==> config.mk <==
export PLATFORM = sky130hd
export DESIGN_NAME = relPktRx
export DESIGN_NICKNAME = d
export VERILOG_FILES = /design/src/rtl/relRxPkg.sv /design/src/rtl/relRxDatapath.sv /design/src/rtl/relRxControl.sv /design/src/rtl/relPktRx.sv
export SDC_FILE = /design/constraint.sdc
export NUM_CORES = 1
export LEC_CHECK = 0
export BUFFER_PORTS_ARGS = -buffer_cell sky130_fd_sc_hd__buf_2
export CORE_ASPECT_RATIO = 0.7
export CORE_UTILIZATION = 40
export DETAILED_ROUTE_END_ITERATION = 16
export PLACE_DENSITY = 0.64
export REMOVE_ABC_BUFFERS = 1
export SETUP_SLACK_MARGIN = 0.02
export SYNTH_ARGS = -nofsm -noshare
export SYNTH_HDL_FRONTEND = slang
export SYNTH_SLANG_ARGS = --single-unit
==> constraint.sdc <==
create_clock -name clk -period 12.25 [get_ports clk]
set_input_delay 1.225 -clock clk [delete_from_list [all_inputs] [get_ports clk]]
set_output_delay 1.225 -clock clk [all_outputs]
set_load 0.02 [all_outputs]
==> src/rtl/relRxPkg.sv <==
package relRxPkg;
  localparam int LEN_W = 12;
  localparam logic [3:0] TYPE_DATA = 4'hE;
  localparam logic [3:0] TYPE_ACK  = 4'h0;

  typedef struct packed {
    logic             rp;
    logic             dip;
    logic [2:0]       ack;
    logic [2:0]       seq;
    logic [3:0]       typ;
    logic [LEN_W-1:0] len;
  } hdrT;

  typedef struct packed {
    logic capHdr;
    logic crcEn;
    logic capCrcHi;
    logic fwdByte;
    logic advSeq;
  } ctlT;
endpackage

==> src/rtl/relRxDatapath.sv <==
module relRxDatapath
  import relRxPkg::*;
#(
  parameter int MAX_PKT = 384,
  localparam int CNT_W = $clog2(MAX_PKT + 2)
) (
  input  logic             clk,
  input  logic             rstN,
  input  logic             inValid,
  input  logic [7:0]       inData,
  input  logic             inLast,
  input  ctlT              ctl,
  output logic [CNT_W-1:0] idx,
  output hdrT              hdr,
  output logic             sumOk,
  output logic             crcMatch,
  output logic [2:0]       expSeq,
  output logic [7:0]       dataOut
);
  localparam logic [CNT_W-1:0] SAT = CNT_W'(MAX_PKT + 1);

  logic [CNT_W-1:0] cnt;
  logic [7:0]       hb [3];
  logic [7:0]       sumReg;
  logic [7:0]       sumNext;
  logic [15:0]      crcReg;
  logic [7:0]       crcHi;

  function automatic logic [15:0] crcStep(input logic [15:0] c, input logic [7:0] d);
    logic [15:0] r;
    r = c ^ {d, 8'h00};
    for (int b = 0; b < 8; b++)
      r = r[15] ? ((r << 1) ^ 16'h1021) : (r << 1);
    return r;
  endfunction

  assign idx = cnt;

  always_ff @(posedge clk or negedge rstN) begin
    if (!rstN) cnt <= '0;
    else if (inValid) begin
      if (inLast) cnt <= '0;
      else if (cnt != SAT) cnt <= cnt + 1'b1;
    end
  end

  always_ff @(posedge clk or negedge rstN) begin
    if (!rstN) begin
      hb[0] <= '0; hb[1] <= '0; hb[2] <= '0;
      sumReg <= '0;
    end else if (ctl.capHdr) begin
      if (cnt < CNT_W'(3)) hb[cnt[1:0]] <= inData;
      sumReg <= sumNext;
    end
  end

  assign sumNext = ((cnt == '0) ? 8'd0 : sumReg) + inData;
  assign sumOk   = (cnt == CNT_W'(3)) ? (sumNext == 8'd0) : (sumReg == 8'd0);

  assign hdr.seq = hb[0][2:0];
  assign hdr.ack = hb[0][5:3];
  assign hdr.dip = hb[0][6];
  assign hdr.rp  = hb[0][7];
  assign hdr.typ = hb[1][3:0];
  assign hdr.len = {hb[2], hb[1][7:4]};

  always_ff @(posedge clk or negedge rstN) begin
    if (!rstN) begin
      crcReg <= 16'hFFFF;
      crcHi  <= '0;
    end else begin
      if (ctl.crcEn)
        crcReg <= crcStep((cnt == '0) ? 16'hFFFF : crcReg, inData);
      if (ctl.capCrcHi) crcHi <= inData;
    end
  end

  assign crcMatch = ({crcHi, inData} == crcReg);

  always_ff @(posedge clk or negedge rstN) begin
    if (!rstN) begin
      expSeq  <= '0;
      dataOut <= '0;
    end else begin
      if (ctl.advSeq)  expSeq  <= expSeq + 3'd1;
      if (ctl.fwdByte) dataOut <= inData;
    end
  end
endmodule

==> src/rtl/relRxControl.sv <==
module relRxControl
  import relRxPkg::*;
#(
  parameter int MAX_PKT = 384,
  localparam int CNT_W = $clog2(MAX_PKT + 2),
  localparam int TOT_W = LEN_W + 1
) (
  input  logic             clk,
  input  logic             rstN,
  input  logic             inValid,
  input  logic             inLast,
  input  logic [CNT_W-1:0] idx,
  input  hdrT              hdr,
  input  logic             sumOk,
  input  logic             crcMatch,
  input  logic [2:0]       expSeq,
  output ctlT              ctl,
  output logic             outValid,
  output logic             outCommit,
  output logic             outAbort,
  output logic             ackReq,
  output logic [2:0]       ackNum,
  output logic             peerAckValid,
  output logic [2:0]       peerAck
);
  logic [TOT_W-1:0] idxW, totalLen, payEnd;
  logic hdrKnown, typeOk, hdrOk, isData, inOrder;
  logic endNow, lenOk, crcOk, good, accept, abortNow, sentAny;

  assign idxW     = TOT_W'(idx);
  assign payEnd   = TOT_W'(4) + TOT_W'(hdr.len);
  assign totalLen = payEnd + (hdr.dip ? TOT_W'(2) : TOT_W'(0));
  assign hdrKnown = (idxW >= TOT_W'(3));
  assign isData   = (hdr.typ == TYPE_DATA);
  assign typeOk   = isData ||
                    ((hdr.typ == TYPE_ACK) && (hdr.seq == '0) && !hdr.dip &&
                     !hdr.rp && (hdr.len == '0));
  assign hdrOk    = hdrKnown && sumOk && typeOk && (totalLen <= TOT_W'(MAX_PKT));
  assign inOrder  = (hdr.seq == expSeq);

  assign ctl.capHdr   = inValid && (idxW < TOT_W'(4));
  assign ctl.crcEn    = inValid && ((idxW < TOT_W'(4)) || (idxW < payEnd));
  assign ctl.capCrcHi = inValid && (idxW >= TOT_W'(4)) && (idxW == payEnd);
  assign ctl.fwdByte  = inValid && (idxW >= TOT_W'(4)) && (idxW < payEnd) &&
                        hdrOk && isData && inOrder;

  assign endNow   = inValid && inLast;
  assign lenOk    = hdrOk && ((idxW + TOT_W'(1)) == totalLen);
  assign crcOk    = !hdr.dip || crcMatch;
  assign good     = endNow && lenOk && crcOk;
  assign accept   = good && isData && inOrder;
  assign abortNow = endNow && (sentAny || ctl.fwdByte) && !accept;
  assign ctl.advSeq = accept;

  always_ff @(posedge clk or negedge rstN) begin
    if (!rstN) begin
      sentAny      <= 1'b0;
      outValid     <= 1'b0;
      outCommit    <= 1'b0;
      outAbort     <= 1'b0;
      ackReq       <= 1'b0;
      ackNum       <= '0;
      peerAckValid <= 1'b0;
      peerAck      <= '0;
    end else begin
      if (endNow) sentAny <= 1'b0;
      else if (ctl.fwdByte) sentAny <= 1'b1;
      outValid     <= ctl.fwdByte;
      outCommit    <= accept;
      outAbort     <= abortNow;
      ackReq       <= good && isData;
      peerAckValid <= good;
      if (good && isData) ackNum <= accept ? expSeq + 3'd1 : expSeq;
      if (good) peerAck <= hdr.ack;
    end
  end
endmodule

==> src/rtl/relPktRx.sv <==
module relPktRx
  import relRxPkg::*;
#(
  parameter int MAX_PKT = 384,
  localparam int CNT_W = $clog2(MAX_PKT + 2)
) (
  input  logic       clk,
  input  logic       rstN,
  input  logic       inValid,
  input  logic [7:0] inData,
  input  logic       inLast,
  output logic       outValid,
  output logic [7:0] outData,
  output logic       outCommit,
  output logic       outAbort,
  output logic       ackReq,
  output logic [2:0] ackNum,
  output logic       peerAckValid,
  output logic [2:0] peerAck
);
  ctlT              ctl;
  hdrT              hdr;
  logic [CNT_W-1:0] idx;
  logic             sumOk, crcMatch;
  logic [2:0]       expSeq;

  relRxDatapath #(.MAX_PKT(MAX_PKT)) dp (
    .clk(clk), .rstN(rstN), .inValid(inValid), .inData(inData), .inLast(inLast),
    .ctl(ctl), .idx(idx), .hdr(hdr), .sumOk(sumOk), .crcMatch(crcMatch),
    .expSeq(expSeq), .dataOut(outData)
  );

  relRxControl #(.MAX_PKT(MAX_PKT)) cu (
    .clk(clk), .rstN(rstN), .inValid(inValid), .inLast(inLast), .idx(idx),
    .hdr(hdr), .sumOk(sumOk), .crcMatch(crcMatch), .expSeq(expSeq), .ctl(ctl),
    .outValid(outValid), .outCommit(outCommit), .outAbort(outAbort),
    .ackReq(ackReq), .ackNum(ackNum), .peerAckValid(peerAckValid), .peerAck(peerAck)
  );
endmodule

==> flow_summary_export.csv <==
group,metric,value,unit
pwr,pwr-share-clk,0.214,
setup_path,cp.required,12.48,ns
pwr,power_frac_seq,0.386,
place,gp_congestion,0.853,
finish,final_cell_area,6430,µm²
place,io_buffers,30,
place,post_dp_cell_area,6130,µm²
finish,final_cells,780,
clock_tree,clk_pin_slew,0.07,ns
drt,vias,4381,
finish,drive_gt1_frac,0.242,
finish,n_antenna_cell,0,
global_route,grt_max_degree,67,
floorplanning,dieArea,15100,µm²
pwr,powerDensity,205,nW/µm²
min_path,hp-class,"flip-flop to flip-flop",
setup_path,critPathKind,"flip-flop to flip-flop",
global_route,antenna_found_initial,0,
timing,worst_hold_slack,0.502,ns
timing,drv_slew,0,
global_route,overflow,0,
timing,max_clock_freq,192,MHz
job,drv_cap,0,
drt,viasPerCell,5.62,
setup_path,slowest_delay,0.63,ns
clock_tree,cts_tree,"yes",
setup_path,cp_top_family,"simple AND/OR/NAND/NOR gates",
place,dp_hpwl,10400,µm
floorplanning,placementRows,36,
synthesis,synth_edf_count,0,
timing,hold_violations,0,
pwr,p_leak,2.78,nW
setup_path,path_cells,"or4_1 -> or4_1 -> nor2_1 -> buf_4 -> nor2b_1 -> ha_1 -> inv_1 -> fa_1 -> nor2b_1 -> o21a_1 -> o21ai_0 -> mux2i_1 -> nand4_1 -> o311a_1 -> or4b_4 -> mux2_4",
finish,fill_cells,1323,
clock_tree,clockRootBuffer,"clkbuf_16",
synthesis,synth_cell_types,64,
pwr,internal-power,0.813,mW
min_path,hold_path_startpoint,"cu.ackNum[0]$_DFFE_PN0P_",
timing,grt_setup_unrepaired,"false",
pwr,ir_drop,0.0000967,V
setup_path,worst-r2r-setup-slack,7.05,ns
setup_path,endpoint_kind,"flip-flop",
global_route,grt_usage,0.193,
clock_tree,cts_resized,0,
drt,routed_wl,14000,µm
floorplanning,die_w,146,µm
synthesis,synthArstFlopShare,1.00,
place,place_inst,764,
drt,firstDrtPassIters,6,
pwr,power.switching,0.506,mW
floorplanning,ios,31,
setup_path,slowest_stage,"or4b_4",
clock_tree,cts_setup_buffers,0,
min_path,hold_path_depth,1,
synthesis,syn_inst,573,
pwr,sw_frac_of_total,0.383,
drt,final_antenna_net_count,0,
clock_tree,cts_hold_buffers,0,
synthesis,synth_area_per_cell,10.2,µm²
synthesis,synth_seq_cells,88,
floorplanning,start_util,0.415,
clock_tree,cts_sinks,88,
finish,syn_to_final_growth,10.1,%
clock_tree,htreeDepth,3,
setup_path,arrival,5.43,ns
timing,finalSetupTns,0,ns
synthesis,ys.flop_type,"dfrtp_1",
timing,worstMarginPinSlew,1.10,ns
min_path,hold_end,"cu.ackNum[0]$_DFFE_PN0P_",
pwr,combPwrFrac,0.400,
clock_tree,cts_max_path_buffers,2,
synthesis,netlist_area,5840,µm²
timing,min_period,5.20,ns
global_route,first_global_vias,4134,
setup_path,startpoint_type,"flip-flop",
setup_path,critPathBufInv,2,
clock_tree,cts_inserted_buffers,9,
floorplanning,core_area,14100,µm²
timing,skew,0.00833,ns
floorplanning,die_y,103,µm
global_route,grt_pass1_wl,22600,µm
setup_path,reg2reg_to,"cu.peerAck[1]$_DFFE_PN0P_",
setup_path,r2r_cells,16,
timing,slew_headroom,0.270,
drt,drcViolationCount,0,
finish,layout.nets,624,
synthesis,seq_area_frac_synth,0.380,
setup_path,rr_startpoint,"dp.idx[3]$_DFFE_PN0P_",
timing,finalSetupViolCount,0,
synthesis,yosysWarnings,0,
clock_tree,clk_latency,0.35,ns
setup_path,path_max_fanout,22,
timing,post-route-period-util,0.425,
drt,drt_iter0_drc,320,
status,outcome,"complete, no violations",
drt,wire_per_inst,17.9,µm
==> Yosys cell counts, types with 12 or more instances <==
cell type | n | area [µm²]
clkbuf_1 | 29 | 109
dfrtp_1 | 72 | 1800
dfstp_2 | 16 | 420
ha_1 | 26 | 325
inv_1 | 15 | 56.3
mux2_2 | 61 | 687
nand2_1 | 42 | 158
nand3_1 | 17 | 85.1
nor2_1 | 33 | 124
nor2b_1 | 12 | 75.1
nor3_1 | 13 | 65.1
nor4_1 | 12 | 75.1
o21ai_0 | 28 | 140
xnor2_1 | 49 | 429
xor2_1 | 33 | 289
==> power by group through the flow <==
stage / combinational [mW] / sequential (mW) / clock (mW)
after floorplan: 0.423 / 0.470 / 0
after global placement: 0.508 / 0.506 / 0
after detailed placement: 0.521 / 0.511 / 0
after CTS: 0.525 / 0.506 / 0.288
after global routing: 0.586 / 0.521 / 0.299
final: 0.528 / 0.508 / 0.282
==> worst max-delay path by stage <==
stage,startpoint,end,depth (start not counted)
after floorplan,dp.idx[3]$_DFFE_PN0P_,cu.peerAck[0]$_DFFE_PN0P_,15
after global placement,dp.idx[3]$_DFFE_PN0P_,cu.peerAck[0]$_DFFE_PN0P_,16
after detailed placement,dp.idx[3]$_DFFE_PN0P_,cu.peerAck[1]$_DFFE_PN0P_,16
after CTS,dp.idx[3]$_DFFE_PN0P_,cu.peerAck[1]$_DFFE_PN0P_,16
after global routing,dp.idx[3]$_DFFE_PN0P_,cu.peerAck[0]$_DFFE_PN0P_,16
final,dp.idx[3]$_DFFE_PN0P_,cu.peerAck[1]$_DFFE_PN0P_,16
==> logic make-up after synthesis <==
| kind of cell | count (synthesis) | share of synthesized area |
|---|---|---|
| adder cells (fa/ha/maj) | 27 | 0.0591 |
| AND/OR/NAND/NOR | 185 | 0.176 |
| buffers and inverters | 49 | 0.0345 |
| flip-flops | 88 | 0.380 |
| AO/OA/AOI/OAI | 73 | 0.0893 |
| multiplexers | 66 | 0.129 |
| XOR/XNOR | 85 | 0.132 |
==> registers in the layout (all words and copies together) (netlist names) <==
| register | cells |
|---|---|
| cu.sentAny | 1 |
| cu.ackReq | 1 |
| cu.outAbort | 1 |
| cu.peerAck | 3 |
| dp.hdr | 24 |
| dp.crcReg | 16 |
| cu.peerAckValid | 1 |
| dp.expSeq | 3 |
| cu.outCommit | 1 |
| dp.dataOut | 8 |
| cu.ackNum | 3 |
| dp.sumReg | 8 |
| dp.idx | 9 |
| dp.crcHi | 8 |
| cu.outValid | 1 |
==> routing by layer <==
layer	up-vias	global-route usage	share of wire	wire length (µm)
met5	-	0	0	0
met4	0	0.0345	0.0062	87
met3	8	0.0314	0.051	713
met2	126	0.293	0.43	5950
met1	2180	0.291	0.52	7220
li1	2067	-	-	-
==> through the flow <==
| stage | power [mW] | setup slack, ns | utilization |
|---|---|---|---|
| global placement | 1.01 | 7.28 | 0.435 |
| detailed placement | 1.03 | 7.10 | 0.435 |
| floorplan | 0.893 | 7.14 | - |
| global route | 1.41 | 6.79 | 0.456 |
| finish | 1.32 | 7.05 | 0.456 |
| CTS | 1.32 | 7.09 | 0.456 |
==> cells in the final DEF, fill, tap and decap left out, types with 7 or more instances in the layout <==
cell type / instances
clkbuf_16: 9
nor4_1: 12
dfstp_2: 16
buf_2: 29
nand3_1: 17
ha_1: 26
xor2_1: 33
nor2b_1: 12
inv_1: 15
or4_1: 7
mux2_2: 61
dfrtp_1: 72
nor3_1: 13
nor2_1: 33
nand2_1: 42
o21ai_0: 28
nand2b_1: 7
nand4_1: 8
xnor2_1: 49
==> final cells by class <==
class | count | area (µm²) | area share
multi-input cells | 436 | 3420 | 0.532
flip-flops and latches | 88 | 2220 | 0.345
well taps | 190 | 238 | 0.0370
repair buffers | 35 | 190 | 0.0296
inverters | 15 | 56.3 | 0.00875
clock buffers | 9 | 225 | 0.0350
clock inverters | 7 | 80.1 | 0.0124
Power figures use the tool's default switching activity.
